==> config.mk <==
export PLATFORM = sky130hd
export DESIGN_NAME = hs_strobe_port
export DESIGN_NICKNAME = d
export VERILOG_FILES = /design/src/rtl/hs_pkg.sv /design/src/rtl/hs_sync.sv /design/src/rtl/hs_in_path.sv /design/src/rtl/hs_out_path.sv /design/src/rtl/hs_strobe_port.sv
export SDC_FILE = /design/constraint.sdc
export NUM_CORES = 1
export LEC_CHECK = 0
export ABC_AREA = 1
export BUFFER_PORTS_ARGS = -buffer_cell sky130_fd_sc_hd__buf_4
export CORE_UTILIZATION = 50
export CTS_BUF_LIST = sky130_fd_sc_hd__clkbuf_4 sky130_fd_sc_hd__clkbuf_8
export DETAILED_ROUTE_END_ITERATION = 16
export PLACE_DENSITY = 0.89
export SYNTH_ARGS = -nofsm -noshare
export SYNTH_HDL_FRONTEND = slang
export SYNTH_HIERARCHICAL = 1
export SYNTH_SLANG_ARGS = --single-unit
==> constraint.sdc <==
create_clock -name clk_i -period 2.2 [get_ports clk_i]
set_clock_uncertainty 0.05 [all_clocks]
set_input_delay 0.11 -clock clk_i [delete_from_list [all_inputs] [get_ports clk_i]]
set_output_delay 0.11 -clock clk_i [all_outputs]
set_load 0.05 [all_outputs]
==> src/rtl/hs_pkg.sv <==
package hs_pkg;
  typedef struct packed {
    logic [2:0] intr_bit;
    logic [2:0] in_flag_bit;
    logic [2:0] in_ctl_bit;
    logic [2:0] out_flag_bit;
    logic [2:0] out_ctl_bit;
  } hs_pos_t;

  // Control-port bit placement for the upper (1) or lower (0) port.
  function automatic hs_pos_t pos_of(input bit upper);
    hs_pos_t p;
    if (upper) begin
      p.intr_bit     = 3'd3;
      p.in_flag_bit  = 3'd5;
      p.in_ctl_bit   = 3'd4;
      p.out_flag_bit = 3'd7;
      p.out_ctl_bit  = 3'd6;
    end else begin
      p.intr_bit     = 3'd0;
      p.in_flag_bit  = 3'd1;
      p.in_ctl_bit   = 3'd2;
      p.out_flag_bit = 3'd1;
      p.out_ctl_bit  = 3'd2;
    end
    return p;
  endfunction
endpackage

==> src/rtl/hs_sync.sv <==
module hs_sync #(
  parameter int STAGES = 2
) (
  input  logic clk_i,
  input  logic rst_ni,
  input  logic pin_i,
  output logic lvl_o,
  output logic fall_o,
  output logic rise_o
);
  logic [STAGES-1:0] sq;
  logic              prev_q;

  generate
    if (STAGES == 1) begin : g_one
      always_ff @(posedge clk_i or negedge rst_ni)
        if (!rst_ni) sq <= '1;
        else         sq <= pin_i;
    end else begin : g_many
      always_ff @(posedge clk_i or negedge rst_ni)
        if (!rst_ni) sq <= '1;
        else         sq <= {sq[STAGES-2:0], pin_i};
    end
  endgenerate

  always_ff @(posedge clk_i or negedge rst_ni)
    if (!rst_ni) prev_q <= 1'b1;
    else         prev_q <= sq[STAGES-1];

  assign lvl_o  = sq[STAGES-1];
  assign fall_o = prev_q & ~sq[STAGES-1];
  assign rise_o = ~prev_q & sq[STAGES-1];
endmodule

==> src/rtl/hs_in_path.sv <==
module hs_in_path #(
  parameter int DATA_W = 8
) (
  input  logic              clk_i,
  input  logic              rst_ni,
  input  logic              en_i,
  input  logic              stb_fall_i,
  input  logic              stb_lvl_i,
  input  logic              rd_i,
  input  logic              inte_i,
  input  logic [DATA_W-1:0] data_i,
  output logic [DATA_W-1:0] data_o,
  output logic              ibf_o,
  output logic              intr_o
);
  logic [DATA_W-1:0] data_q;
  logic              ibf_q;

  always_ff @(posedge clk_i or negedge rst_ni) begin
    if (!rst_ni) begin
      data_q <= '0;
      ibf_q  <= 1'b0;
    end else if (en_i) begin
      if (stb_fall_i) begin
        data_q <= data_i;
        ibf_q  <= 1'b1;       // a new byte wins over a same-cycle read
      end else if (rd_i) begin
        ibf_q  <= 1'b0;
      end
    end
  end

  assign data_o = data_q;
  assign ibf_o  = ibf_q;
  assign intr_o = en_i & ibf_q & inte_i & stb_lvl_i;
endmodule

==> src/rtl/hs_out_path.sv <==
module hs_out_path #(
  parameter int DATA_W = 8
) (
  input  logic              clk_i,
  input  logic              rst_ni,
  input  logic              en_i,
  input  logic              wr_i,
  input  logic [DATA_W-1:0] wdata_i,
  input  logic              ack_fall_i,
  input  logic              ack_rise_i,
  input  logic              inte_i,
  output logic [DATA_W-1:0] data_o,
  output logic              obf_no,
  output logic              intr_o
);
  logic [DATA_W-1:0] data_q;
  logic              obf_nq;
  logic              intr_q;

  always_ff @(posedge clk_i or negedge rst_ni) begin
    if (!rst_ni) begin
      data_q <= '0;
      obf_nq <= 1'b1;
      intr_q <= 1'b0;
    end else if (en_i) begin
      if (wr_i) begin
        data_q <= wdata_i;
        obf_nq <= 1'b0;
        intr_q <= 1'b0;
      end else begin
        if (ack_fall_i) obf_nq <= 1'b1;
        if (ack_rise_i && obf_nq && inte_i) intr_q <= 1'b1;
      end
    end
  end

  assign data_o = data_q;
  assign obf_no = obf_nq;
  assign intr_o = intr_q;
endmodule

==> src/rtl/hs_strobe_port.sv <==
module hs_strobe_port #(
  parameter int DATA_W      = 8,
  parameter int PC_W        = 8,
  parameter int SYNC_STAGES = 2,
  parameter bit UPPER_PORT  = 1'b1,
  localparam int SEL_W      = $clog2(PC_W)
) (
  input  logic              clk_i,
  input  logic              rst_ni,
  input  logic              dir_in_i,
  input  logic              cpu_rd_i,
  input  logic              cpu_wr_i,
  input  logic [DATA_W-1:0] cpu_wdata_i,
  output logic [DATA_W-1:0] cpu_rdata_o,
  input  logic              bsr_we_i,
  input  logic [SEL_W-1:0]  bsr_sel_i,
  input  logic              bsr_val_i,
  input  logic              hs_ctl_ni,
  input  logic [DATA_W-1:0] pin_data_i,
  output logic [DATA_W-1:0] pin_data_o,
  output logic              pin_data_oe_o,
  output logic              hs_flag_o,
  output logic              intr_o,
  output logic [PC_W-1:0]   stat_o
);
  import hs_pkg::*;
  localparam hs_pos_t POS = pos_of(UPPER_PORT);

  logic              ctl_lvl, ctl_fall, ctl_rise;
  logic              inte_q;
  logic [SEL_W-1:0]  ctl_idx, flag_idx, intr_idx;
  logic [DATA_W-1:0] in_data, out_data;
  logic              in_ibf, in_intr, out_obf_n, out_intr;

  hs_sync #(.STAGES(SYNC_STAGES)) u_sync (
    .clk_i  (clk_i),
    .rst_ni (rst_ni),
    .pin_i  (hs_ctl_ni),
    .lvl_o  (ctl_lvl),
    .fall_o (ctl_fall),
    .rise_o (ctl_rise)
  );

  assign ctl_idx  = SEL_W'(dir_in_i ? POS.in_ctl_bit  : POS.out_ctl_bit);
  assign flag_idx = SEL_W'(dir_in_i ? POS.in_flag_bit : POS.out_flag_bit);
  assign intr_idx = SEL_W'(POS.intr_bit);

  always_ff @(posedge clk_i or negedge rst_ni)
    if (!rst_ni)                              inte_q <= 1'b0;
    else if (bsr_we_i && bsr_sel_i == ctl_idx) inte_q <= bsr_val_i;

  hs_in_path #(.DATA_W(DATA_W)) u_in (
    .clk_i      (clk_i),
    .rst_ni     (rst_ni),
    .en_i       (dir_in_i),
    .stb_fall_i (ctl_fall),
    .stb_lvl_i  (ctl_lvl),
    .rd_i       (cpu_rd_i),
    .inte_i     (inte_q),
    .data_i     (pin_data_i),
    .data_o     (in_data),
    .ibf_o      (in_ibf),
    .intr_o     (in_intr)
  );

  hs_out_path #(.DATA_W(DATA_W)) u_out (
    .clk_i      (clk_i),
    .rst_ni     (rst_ni),
    .en_i       (~dir_in_i),
    .wr_i       (cpu_wr_i),
    .wdata_i    (cpu_wdata_i),
    .ack_fall_i (ctl_fall),
    .ack_rise_i (ctl_rise),
    .inte_i     (inte_q),
    .data_o     (out_data),
    .obf_no     (out_obf_n),
    .intr_o     (out_intr)
  );

  assign hs_flag_o     = dir_in_i ? in_ibf  : out_obf_n;
  assign intr_o        = dir_in_i ? in_intr : out_intr;
  assign cpu_rdata_o   = dir_in_i ? in_data : out_data;
  assign pin_data_o    = out_data;
  assign pin_data_oe_o = ~dir_in_i;

  always_comb begin
    stat_o           = '0;
    stat_o[intr_idx] = intr_o;
    stat_o[flag_idx] = hs_flag_o;
    stat_o[ctl_idx]  = inte_q;
  end
endmodule

==> results.sh, run 1 <==
export IMPL_status="finished, final reports clean"
export IMPL_met1_usage_pct=30.1
export IMPL_drtIter0Drc=55
export IMPL_finalWirelength_mm=3.15
export IMPL_syn_cell_area_um2=1130
export IMPL_grtUsageMet3_pct=3.40
export IMPL_clockBufferDepth=2
export IMPL_syn2layout_area_growth_pct=49.1
export IMPL_cts_tree="done"
export IMPL_pin_count=54
export IMPL_grt_pass1_wl_mm=4.71
export IMPL_tns_ns=0
export IMPL_yosys_warnings=6
export IMPL_core_um2=2040
export IMPL_p_per_area_nw_per_um2=716
export IMPL_grt_pass1_vias=1140
export IMPL_num_vias=1224
export IMPL_synth_seq_area_share_pct=51.2
export IMPL_cts_sinks=23
export IMPL_gp_congestion=0.784
export IMPL_setup_viol=0
export IMPL_multi_input_area_um2=450
export IMPL_ctsRootBufferMaster="clkbuf_4"
export IMPL_yosysTopAreaCellShare_pct=41.9
export IMPL_fill_cells=130
export IMPL_postSynthAreaPerCell_um2=7.62
export IMPL_synth_most_common_cell="nand2_1"
export IMPL_dieWidth_um=49.6
export IMPL_endpoint_kind="primary output"
export IMPL_portBuffers=50
export IMPL_period_needed_ns=1.55
export IMPL_irDropWorstVdd_mv=0.483
export IMPL_path_max_fanout=4
export IMPL_cp_required_ns=2.04
export IMPL_ys_types=16
export IMPL_via_per_inst=5.06
export IMPL_wl_per_cell_um=13.0
export IMPL_criticalPathCategory="reg2out"
export IMPL_num_rows=16
export IMPL_critical_path_arrival_ns=1.39
export IMPL_die_area_um2=2460
export IMPL_max_freq_ghz=0.645
export IMPL_synth_edf_count=0
export IMPL_hold_slack_ns=0.0323
export IMPL_netlist_top_cells_count="nand2_1 (82), dfrtp_1 (19), nand3_1 (9)"
export IMPL_post_route_util_pct=82.8
export IMPL_drc=0
export IMPL_post_cts_setup_buffers=0
export IMPL_track_usage_pct=25.2
export IMPL_critPathLaunchType="flop"
export IMPL_grt_antenna_before_repair=0
export IMPL_yosysTopAreaCell="dfrtp_1"
export IMPL_layout_drive_gt1_share_pct=31.2
export IMPL_hpwlAfterDp_mm=2.02
export IMPL_antenna_left=0
export IMPL_drt_pass1_iter_count=4
export IMPL_die_h_um=49.6
export IMPL_grt_busiest_layer="met2"
export IMPL_slew_violations=0
export IMPL_timing_final_hold_violations=0
export IMPL_synth_seq_cells=23
export IMPL_htreeDepth=1
export IMPL_clk_pin_slew_ns=0.12
export IMPL_overflow=0
export IMPL_worst_skew_pair_late_latency_ns=0.31
export IMPL_cts_buffers=3
export IMPL_syn_inst=149
export IMPL_grt_max_degree=28
export IMPL_nets=243
export IMPL_synthArstFlopShare_pct=100
export IMPL_ff2ff_setup_slack_ns=0.94
export IMPL_timing_max_cap_violations=0
export IMPL_use_met2_pct=43.7
export IMPL_seq_area_um2=581
export IMPL_floorplan_initialDensity_pct=55.6
export IMPL_leakage_uw=0.000987
export IMPL_rsz0062_at_grt="no"
export IMPL_ys_flop_type="dfrtp_1"
export IMPL_synthTopCellsByArea="dfrtp_1 (42%), nand2_1 (27%), dfstp_2 (9.3%)"
export IMPL_power_total_uw=1210
export IMPL_diodes=0
export IMPL_period_share_pct=70.5
export IMPL_hold_path_class="in2reg"
## cell usage in the layout, fill, tap and decap left out
cell and n:
conb_1 3, dfrtp_1 19, nor2_1 8, inv_1 8, nand3_1 9, o21ai_0 1
inv_4 1, o21ai_1 1, buf_4 51, nand2_1 82, nand2_4 3, nand2_2 1
inv_2 2, dlygate4sd3_1 17, nor2_2 1, dfstp_2 4, clkbuf_4 4
## path summary, 6_finish.rpt
check                               from             end  cells after the start
setup / recovery            u_sync/sq[1]       stat_o[3]                      5
hold / removal              bsr_sel_i[0]          inte_q                      4
setup reg to reg           u_sync/prev_q  u_in/data_o[1]                      6
hold reg to reg             u_sync/sq[0]    u_sync/sq[1]                      0
max in group asynchronous         rst_ni   u_sync/prev_q                      2
min in group asynchronous         rst_ni  u_in/data_o[3]                      2
## report_power, final
group	internal, uW	total (uW)	leakage [uW]	switching (uW)
Combinational	158	480	0.000689	323
Sequential	480	524	0.000280	43.4
Clock	83.0	208	0.0000184	125
## state kept, by name (all words and copies together), names as in the netlist
signal         count
u_out/intr_o       1
u_sync/prev_q      1
u_in/data_o        8
u_out/data_o       8
u_out/obf_no       1
u_sync/sq          2
u_in/ibf_o         1
inte_q             1
## layout make-up
class / instances / share of cell area (%)
Tap cell: 27 / 2.00
Timing Repair Buffer: 68 / 32.7
Inverter: 11 / 2.59
Sequential cell: 23 / 34.3
Multi-Input combinational cell: 109 / 26.6
Clock buffer: 4 / 1.78
## metal layers
metal | routed length (um) | share of wire, % | vias to the layer above
met5 | 0 | 0 | -
met4 | 78 | 2.5 | 0
met3 | 207 | 6.6 | 16
met2 | 1590 | 50 | 70
met1 | 1280 | 41 | 570
li1 | - | - | 568
## cell families after synthesis
group / after synthesis / synth area share, %
flops: 23 / 51.2
compound gates: 2 / 0.881
simple gates: 104 / 37.8
other cells: 1 / 0.330
buf+inv: 19 / 9.81
## critical path, stage by stage (launching register included)
cell and delay (ns):
dfstp_2 0.58, nand2_1 0.07, nor2_2 0.07, nand2_1 0.06, nand2_1 0.10, buf_4 0.20
## through the flow
step                cell area (um^2)  worst slack (ns)  instances
finish                          1690             0.649        242
global route                    1690             0.536        242
CTS                             1680             0.640        241
detailed placement              1490             0.992        221
global placement                1490              1.01        221
floorplan                       1140             0.393        151
## what timing repair did
item / CTS / global route
hold endpoints to repair: 38 / 1
hold buffers: 16 / 1
gates resized for setup: 0 / 0
Note: power is estimated with default switching activity, not from simulation.
==> run 2, diff against run 1 <==
Settings changed: CORE_UTILIZATION 50 to 43, PLACE_DENSITY 0.89 to 0.82.
Clock period 2.2 ns to 1.25 ns, I/O delays scaled along.
==> results.sh, run 2 (synthesis gave the netlist of run 1 again) <==
export IMPL_num_rows=18
export IMPL_die_h_um=53.4
export IMPL_worst_skew_pair_late_latency_ns=0.31
export IMPL_cp_required_ns=1.14
export IMPL_rsz0062_at_grt="yes"
export IMPL_overflow=0
export IMPL_path_common_cell="nand2_2"
export IMPL_clockBufferDepth=2
export IMPL_period_needed_ns=1.46
export IMPL_hold_slack_ns=-0.0231
export IMPL_ff2ff_setup_slack_ns=-0.09
export IMPL_power_total_uw=2210
export IMPL_path_buf_inv=1
export IMPL_fin_ws_ns=-0.215
export IMPL_diodes=0
export IMPL_portBuffers=50
export IMPL_drtIter0Drc=40
export IMPL_track_usage_pct=25.4
export IMPL_critical_path_arrival_ns=1.35
export IMPL_final_area_um2=1870
export IMPL_layout_drive_gt1_share_pct=37.0
export IMPL_nets=255
export IMPL_timing_final_hold_violations=1
export IMPL_pin_count=54
export IMPL_leakage_uw=0.00105
export IMPL_gp_congestion=0.800
export IMPL_endpoint="stat_o[3]"
export IMPL_grt_pass1_wl_mm=5.01
export IMPL_critPathLaunchType="flop"
export IMPL_path_max_fanout=2
export IMPL_hpwlAfterDp_mm=2.02
export IMPL_setup_viol=5
export IMPL_htreeDepth=1
export IMPL_dieWidth_um=53.4
export IMPL_grt_max_degree=24
export IMPL_core_um2=2480
export IMPL_reg2reg_to="u_out/intr_o"
export IMPL_final_common_cell="nand2_1"
export IMPL_drc=0
export IMPL_hold_path_class="in2reg"
export IMPL_regToRegStartpoint="u_sync/sq[1]"
export IMPL_syn2layout_area_growth_pct=64.6
export IMPL_status="finished, violations left"
export IMPL_crit_chain="nand2_2 > nor2_4 > nand2_2 > nand2_4 > buf_8"
export IMPL_clk_pin_slew_ns=0.12
export IMPL_die_area_um2=2850
export IMPL_wl_per_cell_um=13.2
export IMPL_rr_worst_depth=8
export IMPL_grt_antenna_before_repair=0
export IMPL_num_vias=1265
export IMPL_max_freq_ghz=0.683
export IMPL_criticalPathCategory="reg2out"
export IMPL_grt_pass1_vias=1137
export IMPL_finalWirelength_mm=3.39
export IMPL_crit_family="flip-flops"
export IMPL_endpoint_kind="primary output"
export IMPL_path_depth=5
export IMPL_irDropWorstVdd_mv=1.02
export IMPL_slew_violations=0
export IMPL_cp_startpoint="u_sync/sq[1]"
export IMPL_fill_cells=177
export IMPL_slowest_stage="dfstp_2"
export IMPL_cts_tree="done"
export IMPL_via_per_inst=4.92
export IMPL_failed_checks="hold timing, setup timing"
export IMPL_antenna_left=0
export IMPL_ctsRootBufferMaster="clkbuf_4"
export IMPL_mostFrequentLayoutCells="nand2_1 (79), buf_4 (50), dlygate4sd3_1 (22)"
export IMPL_timing_max_cap_violations=0
export IMPL_p_per_area_nw_per_um2=1180
export IMPL_floorplan_initialDensity_pct=45.8
export IMPL_cts_buffers=3
export IMPL_crit_path_max_incr_delay_ns=0.57
export IMPL_placed_area_um2=1520
export IMPL_cts_sinks=23
export IMPL_period_share_pct=117
export IMPL_drt_pass1_iter_count=5
## run 2: layout make-up
type	count	area (um^2)	area share (%)
clock buffer	4	30.0	1.61
inverter	11	43.8	2.34
multi-input combinational	110	494	26.5
sequential	23	581	31.1
tap	30	37.5	2.01
timing repair buffer	79	682	36.5
## run 2: metrics by stage
| stage | TNS (ns) | setup slack, ns | hold WS [ns] | utilization [%] | std cells |
|---|---|---|---|---|---|
| after detailed placement | 0 | 0.0437 | -0.0789 | 61.2 | 225 |
| after CTS | -0.625 | -0.224 | 0.0637 | 73.9 | 255 |
| after global placement | 0 | 0.0892 | -0.0846 | 61.2 | 225 |
| final | -0.661 | -0.215 | -0.0231 | 75.4 | 257 |
| after floorplan | 0 | 0.0161 | -0.283 | - | 151 |
| after global routing | -0.962 | -0.258 | 0.0270 | 75.4 | 257 |
## run 2: worst min-delay path by stage
stage / endpoint / cells after the start / startpoint / slack [ns]
2_1_floorplan: inte_q / 0 / rst_ni / -0.28
3_3_place_gp: inte_q / 1 / rst_ni / -0.08
3_5_place_dp: u_in/data_o[1] / 1 / rst_ni / -0.08
4_1_cts: inte_q / 6 / bsr_sel_i[1] / 0.06
5_1_grt: inte_q / 4 / bsr_sel_i[0] / 0.03
6_report: inte_q / 4 / bsr_sel_i[0] / -0.02
## run 2: power breakdown
part / switching, uW / total [uW] / internal [uW] / leakage (uW)
combinational: 594 / 921 / 327 / 0.000755
sequential: 76.4 / 921 / 845 / 0.000280
clock: 223 / 370 / 147 / 0.0000184
total: 893 / 2210 / 1320 / 0.00105
## run 2: what timing repair did
| action | CTS | global route |
|---|---|---|
| cloned | 0 | 1 |
| hold buffers | 23 | 0 |
| buffers inserted | 3 | 3 |
| pin swaps | 2 | 3 |
| resized for setup | 10 | 8 |
| endpoints found under the hold margin | 43 | 0 |
| endpoints found under the setup margin | 5 | 11 |
## run 2: worst min-delay path, delay by kind of cell
kind	cells	cell delay, ns
simple gates	3	0.18
buf+inv	1	0.08
## run 2: metal layers
layer	up-vias	track usage (%)	share of wire (%)
met5	-	0	0
met4	0	15.8	2.8
met3	14	5.17	6.4
met2	63	40.6	51
met1	588	30.8	39
li1	600	-	-
